### src/rtl/cdma_pkg.sv
package cdma_pkg;
  localparam int REG_AW = 3;
  localparam int REG_DW = 32;

  localparam logic [REG_AW-1:0] OFF_CTRL   = 3'd0;
  localparam logic [REG_AW-1:0] OFF_COUNT  = 3'd1;
  localparam logic [REG_AW-1:0] OFF_BASE   = 3'd2;
  localparam logic [REG_AW-1:0] OFF_STAT   = 3'd3;
  localparam logic [REG_AW-1:0] OFF_CLR    = 3'd4;
  localparam logic [REG_AW-1:0] OFF_REMAIN = 3'd5;
  localparam logic [REG_AW-1:0] OFF_CUR    = 3'd6;

  localparam int CTRL_W = 6;

  // run is bit 0, ring bit 1, dir bit 2, enables in bits 3..5
  typedef struct packed {
    logic ie_err;
    logic ie_half;
    logic ie_done;
    logic dir;
    logic ring;
    logic run;
  } ctrl_t;

  typedef enum logic [1:0] {
    ST_IDLE,
    ST_ACCESS,
    ST_RESP
  } xfer_st_e;
endpackage

### src/rtl/cdma_progress.sv
module cdma_progress #(
  parameter int ADDR_W = 16,
  parameter int CNT_W  = 16
) (
  input  logic              clk,
  input  logic              rst,
  input  logic              load,
  input  logic              step,
  input  logic              ring,
  input  logic [CNT_W-1:0]  prog_cnt,
  input  logic [ADDR_W-1:0] base_addr,
  output logic [CNT_W-1:0]  remain,
  output logic [ADDR_W-1:0] cur_addr,
  output logic              last_now,
  output logic              half_now
);
  localparam logic [CNT_W-1:0]  CNT_ONE  = CNT_W'(1);
  localparam logic [ADDR_W-1:0] ADDR_ONE = ADDR_W'(1);

  logic [CNT_W-1:0] half_pt;
  logic [CNT_W-1:0] half_remain;

  assign half_pt     = prog_cnt >> 1;
  assign half_remain = prog_cnt - half_pt + CNT_ONE;
  assign last_now    = (remain == CNT_ONE);
  assign half_now    = (half_pt == '0) ? last_now : (remain == half_remain);

  always_ff @(posedge clk) begin
    if (rst) begin
      remain   <= '0;
      cur_addr <= '0;
    end else if (load) begin
      remain   <= prog_cnt;
      cur_addr <= base_addr;
    end else if (step) begin
      if (last_now && ring) begin
        remain   <= prog_cnt;
        cur_addr <= base_addr;
      end else begin
        remain   <= remain - CNT_ONE;
        cur_addr <= cur_addr + ADDR_ONE;
      end
    end
  end

  // after the last byte in ring mode, pointer and count are back at the start
  a_r5_ring_reload: assert property (@(posedge clk) disable iff (rst)
    (step && last_now && ring) |=> (remain == prog_cnt && cur_addr == base_addr));

  // a byte that is not the last moves the pointer up by one
  a_r2_addr_step: assert property (@(posedge clk) disable iff (rst)
    (step && !last_now && !load) |=> (cur_addr == $past(cur_addr) + ADDR_ONE));
endmodule

### src/rtl/cdma_xfer_fsm.sv
module cdma_xfer_fsm
  import cdma_pkg::*;
#(
  parameter int ADDR_W = 16,
  parameter int DATA_W = 8
) (
  input  logic              clk,
  input  logic              rst,
  input  logic              run,
  input  logic              dir,
  input  logic              ring,
  input  logic              last_now,
  input  logic              half_now,
  input  logic [ADDR_W-1:0] cur_addr,
  input  logic              per_req,
  input  logic [DATA_W-1:0] per_rdata,
  output logic              per_ack,
  output logic              per_we,
  output logic [DATA_W-1:0] per_wdata,
  output logic              mem_en,
  output logic              mem_we,
  output logic [ADDR_W-1:0] mem_addr,
  output logic [DATA_W-1:0] mem_wdata,
  input  logic [DATA_W-1:0] mem_rdata,
  input  logic              mem_err,
  output logic              step,
  output logic              ev_done,
  output logic              ev_half,
  output logic              ev_err
);
  xfer_st_e st_q;
  logic     resp_ok;

  assign resp_ok = (st_q == ST_RESP) && !mem_err;
  assign step    = resp_ok;
  assign ev_done = resp_ok && last_now;
  assign ev_half = resp_ok && half_now;
  assign ev_err  = (st_q == ST_RESP) && mem_err;

  always_ff @(posedge clk) begin
    if (rst) begin
      st_q      <= ST_IDLE;
      per_ack   <= 1'b0;
      per_we    <= 1'b0;
      per_wdata <= '0;
      mem_en    <= 1'b0;
      mem_we    <= 1'b0;
      mem_addr  <= '0;
      mem_wdata <= '0;
    end else begin
      per_ack <= 1'b0;
      per_we  <= 1'b0;
      unique case (st_q)
        ST_IDLE: begin
          if (run && per_req) begin
            mem_en    <= 1'b1;
            mem_we    <= !dir;
            mem_addr  <= cur_addr;
            mem_wdata <= per_rdata;
            st_q      <= ST_ACCESS;
          end
        end
        ST_ACCESS: begin
          mem_en <= 1'b0;
          mem_we <= 1'b0;
          st_q   <= ST_RESP;
        end
        ST_RESP: begin
          st_q <= ST_IDLE;
          if (!mem_err) begin
            per_ack <= 1'b1;
            if (dir) begin
              per_we    <= 1'b1;
              per_wdata <= mem_rdata;
            end
          end
        end
        default: st_q <= ST_IDLE;
      endcase
    end
  end

  // acknowledge lasts one cycle
  a_r1_ack_pulse: assert property (@(posedge clk) disable iff (rst)
    per_ack |=> !per_ack);

  // every acknowledge follows a memory access two cycles earlier
  a_r1_ack_has_access: assert property (@(posedge clk) disable iff (rst)
    per_ack |-> $past(mem_en, 2));

  // one-shot mode drops the run bit after the last byte
  a_r6_oneshot_stop: assert property (@(posedge clk) disable iff (rst)
    (ev_done && !ring) |=> !run);

  // a fault stops the channel and is not acknowledged
  a_r9_fault_stop: assert property (@(posedge clk) disable iff (rst)
    ev_err |=> (!run && !per_ack));
endmodule

### src/rtl/cdma_regs.sv
module cdma_regs
  import cdma_pkg::*;
#(
  parameter int ADDR_W = 16,
  parameter int CNT_W  = 16
) (
  input  logic              clk,
  input  logic              rst,
  input  logic              reg_wr,
  input  logic [REG_AW-1:0] reg_addr,
  input  logic [REG_DW-1:0] reg_wdata,
  output logic [REG_DW-1:0] reg_rdata,
  output ctrl_t             ctrl,
  output logic [CNT_W-1:0]  prog_cnt,
  output logic [ADDR_W-1:0] base_addr,
  output logic              load,
  input  logic [CNT_W-1:0]  remain,
  input  logic [ADDR_W-1:0] cur_addr,
  input  logic              ev_done,
  input  logic              ev_half,
  input  logic              ev_err,
  output logic              irq
);
  ctrl_t             ctrl_q;
  logic [CNT_W-1:0]  prog_q;
  logic [ADDR_W-1:0] base_q;
  logic              f_done, f_half, f_err;
  logic              wr_ctrl, wr_clr;
  logic              clr_done, clr_half, clr_err;
  logic [REG_DW-1:0] rd_mux;

  assign wr_ctrl  = reg_wr && (reg_addr == OFF_CTRL);
  assign wr_clr   = reg_wr && (reg_addr == OFF_CLR);
  assign clr_done = wr_clr && (reg_wdata[0] || reg_wdata[1]);
  assign clr_half = wr_clr && (reg_wdata[0] || reg_wdata[2]);
  assign clr_err  = wr_clr && (reg_wdata[0] || reg_wdata[3]);
  assign load     = wr_ctrl && reg_wdata[0] && !ctrl_q.run && (prog_q != '0);

  assign ctrl      = ctrl_q;
  assign prog_cnt  = prog_q;
  assign base_addr = base_q;

  always_comb begin
    rd_mux = '0;
    unique case (reg_addr)
      OFF_CTRL:   rd_mux[CTRL_W-1:0] = ctrl_q;
      OFF_COUNT:  rd_mux[CNT_W-1:0]  = prog_q;
      OFF_BASE:   rd_mux[ADDR_W-1:0] = base_q;
      OFF_STAT:   rd_mux[3:0]        = {f_err, f_half, f_done, f_err | f_half | f_done};
      OFF_REMAIN: rd_mux[CNT_W-1:0]  = remain;
      OFF_CUR:    rd_mux[ADDR_W-1:0] = cur_addr;
      default:    rd_mux = '0;
    endcase
  end

  always_ff @(posedge clk) begin
    if (rst) begin
      ctrl_q    <= '0;
      prog_q    <= '0;
      base_q    <= '0;
      f_done    <= 1'b0;
      f_half    <= 1'b0;
      f_err     <= 1'b0;
      irq       <= 1'b0;
      reg_rdata <= '0;
    end else begin
      if (wr_ctrl) begin
        ctrl_q     <= ctrl_t'(reg_wdata[CTRL_W-1:0]);
        ctrl_q.run <= reg_wdata[0] && (ctrl_q.run || prog_q != '0);
      end
      if (ev_err || (ev_done && !ctrl_q.ring))
        ctrl_q.run <= 1'b0;
      if (reg_wr && reg_addr == OFF_COUNT && !ctrl_q.run)
        prog_q <= reg_wdata[CNT_W-1:0];
      if (reg_wr && reg_addr == OFF_BASE && !ctrl_q.run)
        base_q <= reg_wdata[ADDR_W-1:0];
      f_done    <= (f_done && !clr_done) || ev_done;
      f_half    <= (f_half && !clr_half) || ev_half;
      f_err     <= (f_err  && !clr_err)  || ev_err;
      irq       <= (f_done && ctrl_q.ie_done) || (f_half && ctrl_q.ie_half) ||
                   (f_err && ctrl_q.ie_err);
      reg_rdata <= rd_mux;
    end
  end

  // count and base hold still while the channel runs
  a_r11_locked: assert property (@(posedge clk) disable iff (rst)
    (ctrl_q.run && $past(ctrl_q.run)) |-> ($stable(prog_q) && $stable(base_q)));

  // a flag is not lost without a clear
  a_r7_sticky: assert property (@(posedge clk) disable iff (rst)
    (f_done && !clr_done) |=> f_done);

  // a zero count never starts the channel
  a_r12_no_zero_run: assert property (@(posedge clk) disable iff (rst)
    (!ctrl_q.run && prog_q == '0 && !(reg_wr && reg_addr == OFF_COUNT)) |=> !ctrl_q.run);
endmodule

### src/rtl/cdma_channel.sv
module cdma_channel
  import cdma_pkg::*;
#(
  parameter int ADDR_W = 16,
  parameter int CNT_W  = 16,
  parameter int DATA_W = 8
) (
  input  logic              clk,
  input  logic              rst,
  input  logic              reg_wr,
  input  logic [REG_AW-1:0] reg_addr,
  input  logic [REG_DW-1:0] reg_wdata,
  output logic [REG_DW-1:0] reg_rdata,
  input  logic              per_req,
  input  logic [DATA_W-1:0] per_rdata,
  output logic              per_ack,
  output logic              per_we,
  output logic [DATA_W-1:0] per_wdata,
  output logic              mem_en,
  output logic              mem_we,
  output logic [ADDR_W-1:0] mem_addr,
  output logic [DATA_W-1:0] mem_wdata,
  input  logic [DATA_W-1:0] mem_rdata,
  input  logic              mem_err,
  output logic              irq
);
  ctrl_t             ctrl;
  logic [CNT_W-1:0]  prog_cnt, remain;
  logic [ADDR_W-1:0] base_addr, cur_addr;
  logic              load, step, last_now, half_now;
  logic              ev_done, ev_half, ev_err;

  cdma_regs #(.ADDR_W(ADDR_W), .CNT_W(CNT_W)) u_regs (
    .clk(clk), .rst(rst),
    .reg_wr(reg_wr), .reg_addr(reg_addr), .reg_wdata(reg_wdata), .reg_rdata(reg_rdata),
    .ctrl(ctrl), .prog_cnt(prog_cnt), .base_addr(base_addr), .load(load),
    .remain(remain), .cur_addr(cur_addr),
    .ev_done(ev_done), .ev_half(ev_half), .ev_err(ev_err), .irq(irq)
  );

  cdma_progress #(.ADDR_W(ADDR_W), .CNT_W(CNT_W)) u_prog (
    .clk(clk), .rst(rst), .load(load), .step(step), .ring(ctrl.ring),
    .prog_cnt(prog_cnt), .base_addr(base_addr),
    .remain(remain), .cur_addr(cur_addr), .last_now(last_now), .half_now(half_now)
  );

  cdma_xfer_fsm #(.ADDR_W(ADDR_W), .DATA_W(DATA_W)) u_fsm (
    .clk(clk), .rst(rst), .run(ctrl.run), .dir(ctrl.dir), .ring(ctrl.ring),
    .last_now(last_now), .half_now(half_now), .cur_addr(cur_addr),
    .per_req(per_req), .per_rdata(per_rdata), .per_ack(per_ack),
    .per_we(per_we), .per_wdata(per_wdata),
    .mem_en(mem_en), .mem_we(mem_we), .mem_addr(mem_addr), .mem_wdata(mem_wdata),
    .mem_rdata(mem_rdata), .mem_err(mem_err),
    .step(step), .ev_done(ev_done), .ev_half(ev_half), .ev_err(ev_err)
  );
endmodule

### config.mk
export PLATFORM = sky130hd
export DESIGN_NAME = cdma_channel
export DESIGN_NICKNAME = d
export VERILOG_FILES = /design/src/rtl/cdma_pkg.sv /design/src/rtl/cdma_progress.sv /design/src/rtl/cdma_xfer_fsm.sv /design/src/rtl/cdma_regs.sv /design/src/rtl/cdma_channel.sv
export SDC_FILE = /design/constraint.sdc
export NUM_CORES = 1
export LEC_CHECK = 0
export BUFFER_PORTS_ARGS = -buffer_cell sky130_fd_sc_hd__buf_2
export CORE_MARGIN = 2
export CORE_UTILIZATION = 42
export CTS_CLUSTER_SIZE = 40
export DETAILED_ROUTE_END_ITERATION = 12
export GPL_ROUTABILITY_DRIVEN = 0
export PLACE_DENSITY = 0.63
export SYNTH_ARGS = -nofsm -noshare
export SYNTH_HDL_FRONTEND = slang
export SYNTH_SLANG_ARGS = --single-unit
### constraint.sdc
create_clock -name clk -period 7.7 [get_ports clk]
set_input_delay 1.155 -clock clk [delete_from_list [all_inputs] [get_ports clk]]
set_output_delay 1.155 -clock clk [all_outputs]
set_load 0.05 [all_outputs]
After elaboration in Yosys (flattened, before gate mapping)
Cells that the tools add are included.
{"block": "totals", "mem_count": 0, "latchBits": 0, "wordCells": 116, "regBits": 144, "ram_bits": 0, "mem_bits_ro": 0, "out_inout_bits": 69, "in_bits": 56}
{"block": "classes", "eq_ne": 11, "n_div": 0, "n_shift": 0, "n_mul": 0, "muxes": 18, "n_reduce_logical": 55, "add_sub_neg": 4, "bitwise": 4, "n_lt_le_gt_ge": 0}
{"cell": "16-bit two-way mux", "n": 6}
{"cell": "10-bit one-hot mux with 4 select lines", "n": 1}
{"cell": "16-bit by 1-bit adder with 16-bit output (second input constant)", "n": 2}
{"cell": "1-bit logical AND", "n": 26}
{"cell": "4-bit one-hot mux with 6 select lines", "n": 1}
{"cell": "16-bit by 1-bit == test with 1-bit output (second input constant)", "n": 1}
{"cell": "16-bit == test", "n": 1}
{"cell": "16-bit zero test", "n": 1}
{"cell": "16-bit nonzero test", "n": 1}
{"cell": "16-bit by 1-bit subtractor with 16-bit output (second input constant)", "n": 1}
{"cell": "16-bit by 15-bit subtractor with 16-bit output", "n": 1}
{"cell": "1-bit logical OR", "n": 10}
{"cell": "2-bit one-hot mux with 5 select lines", "n": 1}
{"cell": "3-bit == test (second input constant)", "n": 3}
{"cell": "1-bit zero test", "n": 7}
{"cell": "3-bit by 2-bit == test with 1-bit output (second input constant)", "n": 2}
{"cell": "1-bit two-way mux", "n": 5}
{"cell": "1-bit one-hot mux with 2 select lines", "n": 2}
{"cell": "2-bit one-hot mux with 2 select lines", "n": 1}
{"cell": "2-bit AND reduction", "n": 2}
{"cell": "2-bit nonzero test", "n": 2}
{"cell": "2-bit OR reduction", "n": 2}
{"cell": "3-bit by 1-bit == test with 1-bit output (second input constant)", "n": 1}
{"cell": "3-bit zero test", "n": 1}
{"cell": "other kinds (9)", "n": 11}

Longest topological paths before layout
{"block": "logic_depth", "word_depth": 6, "ltp_mapped": 12}

Modules after synthesis
A second synthesis with hierarchy kept.
{"block": "unflattened", "cells_unflattened": 965, "area_unflattened_um2": 7624.8}
{"module": "cdma_progress", "n_inst": 1, "seq_area_each_um2": 640.6, "cells_per_inst": 453, "area_per_inst_um2": 3335.7}
{"module": "cdma_regs", "n_inst": 1, "seq_area_each_um2": 1161.1, "cells_per_inst": 348, "area_per_inst_um2": 2934.1}
{"module": "cdma_xfer_fsm", "n_inst": 1, "seq_area_each_um2": 760.7, "cells_per_inst": 164, "area_per_inst_um2": 1355.0}

Worst setup path after synthesis
No wires, ideal clock.
{"block": "synth_path", "path_kind": "in2reg", "from": "in reg_addr[0]", "to": "reg u_prog.cur_addr[6]", "t_arrival_ps": 2926, "setup_time_ps": 128, "path_stages": 12, "path_slack_ps": 4646, "path_buffers": 3, "required_ps": 7572, "cell_sequence": "inv_1 ha_1 nor2b_1 clkbuf_1 o2111ai_1 o41ai_1 clkbuf_2 buf_2 nor3_1 a21oi_1 a2bb2oi_1 nor2_1"}
{"block": "synth_between", "elab_chain_len": 6, "word_cells_on_any_way": 7, "cone_classes": "mux (1); reduce/logical (6)"}
{"element": "start: declaration", "line_no": "cdma_channel.sv:11", "text": "input logic [REG_AW-1:0] reg_addr,"}
{"element": "3-bit zero test *", "line_no": "cdma_regs.sv:32", "text": "assign wr_ctrl = reg_wr && (reg_addr == OFF_CTRL);"}
{"element": "1-bit logical AND *", "line_no": "cdma_regs.sv:32"}
{"element": "1-bit logical AND * (3 in series)", "line_no": "cdma_regs.sv:37", "text": "assign load = wr_ctrl && reg_wdata[0] && !ctrl_q.run && (prog_q != '0);"}
{"element": "16-bit two-way mux / 2-bit nonzero test (equally long branches)"}
{"element": "end signal: assignment", "line_no": "cdma_progress.sv:34", "text": "cur_addr <= base_addr;"}
{"element": "end signal: assignment", "line_no": "cdma_progress.sv:38", "text": "cur_addr <= base_addr;"}
{"element": "end signal: assignment", "line_no": "cdma_progress.sv:41", "text": "cur_addr <= cur_addr + ADDR_ONE;"}
{"element": "end: declaration", "line_no": "cdma_progress.sv:13", "text": "output logic [ADDR_W-1:0] cur_addr,"}
Every way passes the cells marked *; elsewhere a longest branch is shown, timed or not.
A chain may end at the register's enable or synchronous reset.

Final worst setup path
{"block": "layout_path", "from": "reg u_regs.prog_q[5], in the netlist u_regs.prog_cnt[5]", "to": "reg u_regs.f_half"}
{"block": "layout_between", "elab_chain_len": 6, "word_cells_on_any_way": 7, "cone_classes": "add/sub (2); eq/ne (1); mux (1); reduce/logical (3)"}
{"element": "start: declaration", "line_no": "cdma_regs.sv:25", "text": "logic [CNT_W-1:0] prog_q;"}
{"element": "start signal: assignment", "line_no": "cdma_regs.sv:74", "text": "prog_q <= reg_wdata[CNT_W-1:0];"}
{"element": "16-bit by 15-bit subtractor with 16-bit output", "line_no": "cdma_progress.sv:24", "text": "assign half_remain = prog_cnt - half_pt + CNT_ONE;"}
{"element": "16-bit by 1-bit adder with 16-bit output", "line_no": "cdma_progress.sv:24"}
{"element": "16-bit == test", "line_no": "cdma_progress.sv:26", "text": "assign half_now = (half_pt == '0) ? last_now : (remain == half_remain);"}
{"element": "1-bit two-way mux *", "line_no": "cdma_progress.sv:26"}
{"element": "1-bit logical AND *", "line_no": "cdma_xfer_fsm.sv:37", "text": "assign ev_half = resp_ok && half_now;"}
{"element": "1-bit logical OR *", "line_no": "cdma_regs.sv:78", "text": "f_half <= (f_half && !clr_half) || ev_half;"}
{"element": "end signal: assignment", "line_no": "cdma_regs.sv:78"}
{"element": "end: declaration", "line_no": "cdma_regs.sv:27", "text": "logic f_done, f_half, f_err;"}
Marked as above.

==> flow_summary.ini <==
[synthesis]
synth_area_mm2 = 0.00730
yosys.area.top_type = dfxtp_1
async_reset_ff_frac = 0
synth_area_leaders = dfxtp_1 35%, nand2_1 9.8%, ha_1 8.7%
seq_area_frac_synth = 0.351
synthTopCellsByCount = 190 x nand2_1, 128 x dfxtp_1, 124 x a21oi_1
synth_edf_count = 0
synthFlopType = dfxtp_1
synth_cell_types = 64
synth.avg_cell_area_um2 = 7.59
synthCells = 962
synth_most_common_cell = nand2_1
yosys.area.top_type_share = 0.351
yosysWarningCount = 0
ys_seq_elements = 128

[sta]
fin_crit_ns = 3.97
drv_slew = 0
timing.fmax_ghz = 0.252
hold_violations = 0
tns_ns = 0
rsz0062_at_grt = no
period_share = 0.515
skew_ns = 0.0133
tightest_slew_ns = 1.04
slew_headroom = 0.304
setup_viol = 0

[route]
wl_per_cell_um = 17.6
maxUsedRoutingLayer = met4
vias_per_cell = 5.62
wl_um = 22100
drtIter0Drc = 705
drc = 0
wl_met2_um = 9770
wl_met1_um = 10000
firstDrtPassIters = 6
dr_wl_met3_um = 1550
drtAntennaViolNets = 0
via_count = 7059

[min_path]
hold_path_class = reg -> reg
holdPathStages = 2
hold_end = u_fsm.mem_addr[7]
hold_start = u_fsm.mem_addr[7]

[outcome]
status = finished clean

[grt]
antenna_found_initial = 0
grt_pass1_wl_um = 33800
grt_util_all_layers = 0.234
grt_pass1_vias = 6141
overflow = 0
grt_max_degree = 73

[critical_path]
reg2reg_from = u_regs.prog_cnt[5]
path_class = reg -> reg
worstPathCellList = inv_1 -> ha_1 -> inv_1 -> ha_1 -> a21oi_1 -> and2_1 -> a211oi_1 -> mux2_2 -> a2111oi_0 -> nand4b_1 -> o31ai_1
worstReg2RegEnd = u_regs.f_half
crit_start = u_regs.prog_cnt[5]
r2r_cells = 11
cpPeakStageDelay_ns = 0.63
cp_max_fo = 7
start_kind = register
r2r_slack_ns = 3.73
slowest_stage = o31ai_1
cp-end-kind = register
required_ns = 7.94
cp_data_arrival_time_ns = 4.21

[die]
die_w_um = 136
start_util = 0.426
die_area_mm2 = 0.0184
die_height_um = 136
core-area_mm2 = 0.0171
io_pins = 125
row_count = 48

[placed_design]
hpwlAfterDp_um = 16000
portBuffers = 92
dpl.cell_count = 1224

[clock_network]
cts_num_sinks = 128
hold_buffers = 0
cts_root_buf = clkbuf_16
htree_levels = 4
cts_made_buffers = 17
ctsLongestPathBuffers = 2
cts_setup_buffers = 0
clk_pin_slew_ns = 0.06
insertion_delay_ns = 0.42
post_cts_resized = 0
cts_tree = done

[flow_run]
drv_cap = 0

[final_layout]
drive_gt1_frac = 0.144
area_delta_synth_final_pct = 15.5
final_nets = 1126
fillCellCount = 1709
post-route-util = 0.493
seqCellArea_mm2 = 0.00256
multi_input_area_mm2 = 0.00426
final_cells = 1256

[power]
power_frac_comb = 0.119
p_leak_nw = 3.31
switching_share = 0.258
seqPwrFrac = 0.390
p_int_mw = 1.30
fin_total_pwr_mw = 1.75
p_sw_mw = 0.450
p_clk_frac = 0.491
p_per_area_mw_per_mm2 = 207
ir_worst_vdd_mv = 0.153
==> critical path, delay by kind of cell (launching register included) <==
family | cells | cell delay, ns
DFF | 1 | 0.46
adders and majority gates | 2 | 0.72
muxes | 1 | 0.38
AOI/OAI and AO/OA | 4 | 1.65
and+or+nand+nor | 2 | 0.37
buffers and inverters | 2 | 0.21
==> metrics by stage <==
| step | hold slack, ns | instance area, um2 | setup WS (ns) |
|---|---|---|---|
| 2_1_floorplan | 0.442 | 7350 | 4.65 |
| 3_3_place_gp | 0.438 | 7800 | 3.78 |
| 3_5_place_dp | 0.444 | 7800 | 3.79 |
| 4_1_cts | 0.452 | 8430 | 3.91 |
| 5_1_grt | 0.471 | 8430 | 3.56 |
| 6_report | 0.449 | 8430 | 3.73 |
==> area by class of cell <==
type | instances | share of cell area
inverters | 44 | 0.0196
repair buffers | 102 | 0.0638
flip-flops and latches | 128 | 0.304
multi-input cells | 725 | 0.505
clock buffers | 18 | 0.0521
diodes | 1 | 0.000297
clock inverters | 13 | 0.0221
well taps | 225 | 0.0334
==> worst max-delay path by stage <==
stage,to,slack [ns],depth (start not counted)
2_1_floorplan,u_prog.cur_addr[6],4.65,12
3_3_place_gp,u_regs.base_addr[4],3.78,7
3_5_place_dp,u_regs.base_addr[14],3.79,7
4_1_cts,u_regs.f_half,3.91,11
5_1_grt,u_regs.f_half,3.56,11
6_report,u_regs.f_half,3.73,11
==> cells in the final DEF, fill, tap and decap left out, types with 5 or more instances in the layout <==
master     count
a21o_1         5
a21oi_1      123
a222oi_1      14
a22o_1        10
a22oi_1       13
a2bb2oi_1      6
a31oi_1        7
and2_1         7
and3_1         7
buf_2         91
buf_4         11
clkbuf_16     17
conb_1        16
dfxtp_1      128
ha_1          51
inv_1         44
mux2_2         5
nand2_1      190
nand2b_1       6
nand3_1       20
nand4_1       10
nor2_1        71
nor2b_1        5
nor3_1        20
nor3b_1        5
nor4_1         5
o211ai_1       6
o21ai_0       44
or3_1          5
xnor2_1       17
==> power by group through the flow <==
stage	Clock (mW)	Combinational (mW)	Sequential, mW
floorplan	0	0.160	0.694
global placement	0	0.205	0.694
detailed placement	0	0.205	0.695
CTS	0.866	0.206	0.680
global route	0.893	0.229	0.681
finish	0.857	0.208	0.681
==> sequential cells by signal, indices dropped and copies added (netlist names) <==
name / cells
u_prog.remain: 16
u_regs.f_done: 1
u_prog.cur_addr: 16
u_fsm.mem_en: 1
u_fsm.per_wdata: 8
u_regs.reg_rdata: 16
u_regs.base_addr: 16
u_regs.f_err: 1
u_regs.ctrl: 6
u_regs.irq: 1
u_fsm.mem_we: 1
u_fsm.mem_addr: 16
u_regs.f_half: 1
u_fsm.per_ack: 1
u_fsm.st_q: 2
u_regs.prog_cnt: 16
u_fsm.mem_wdata: 8
u_fsm.per_we: 1
==> routing by layer <==
layer | global-route usage | vias to the layer above
met3 | 0.0350 | 45
li1 | - | 3447
met5 | 0 | -
met4 | 0.105 | 0
met2 | 0.344 | 290
met1 | 0.339 | 3277
==> kinds of logic after synthesis <==
kind of cell / share of synthesized area
AO/OA/AOI/OAI: 0.223
XOR/XNOR: 0.0271
adder cells (fa/ha/maj): 0.0902
buffers and inverters: 0.0747
flip-flops: 0.351
multiplexers: 0.00909
other: 0.000514
AND/OR/NAND/NOR: 0.224
Power figures use the tool's default switching activity.
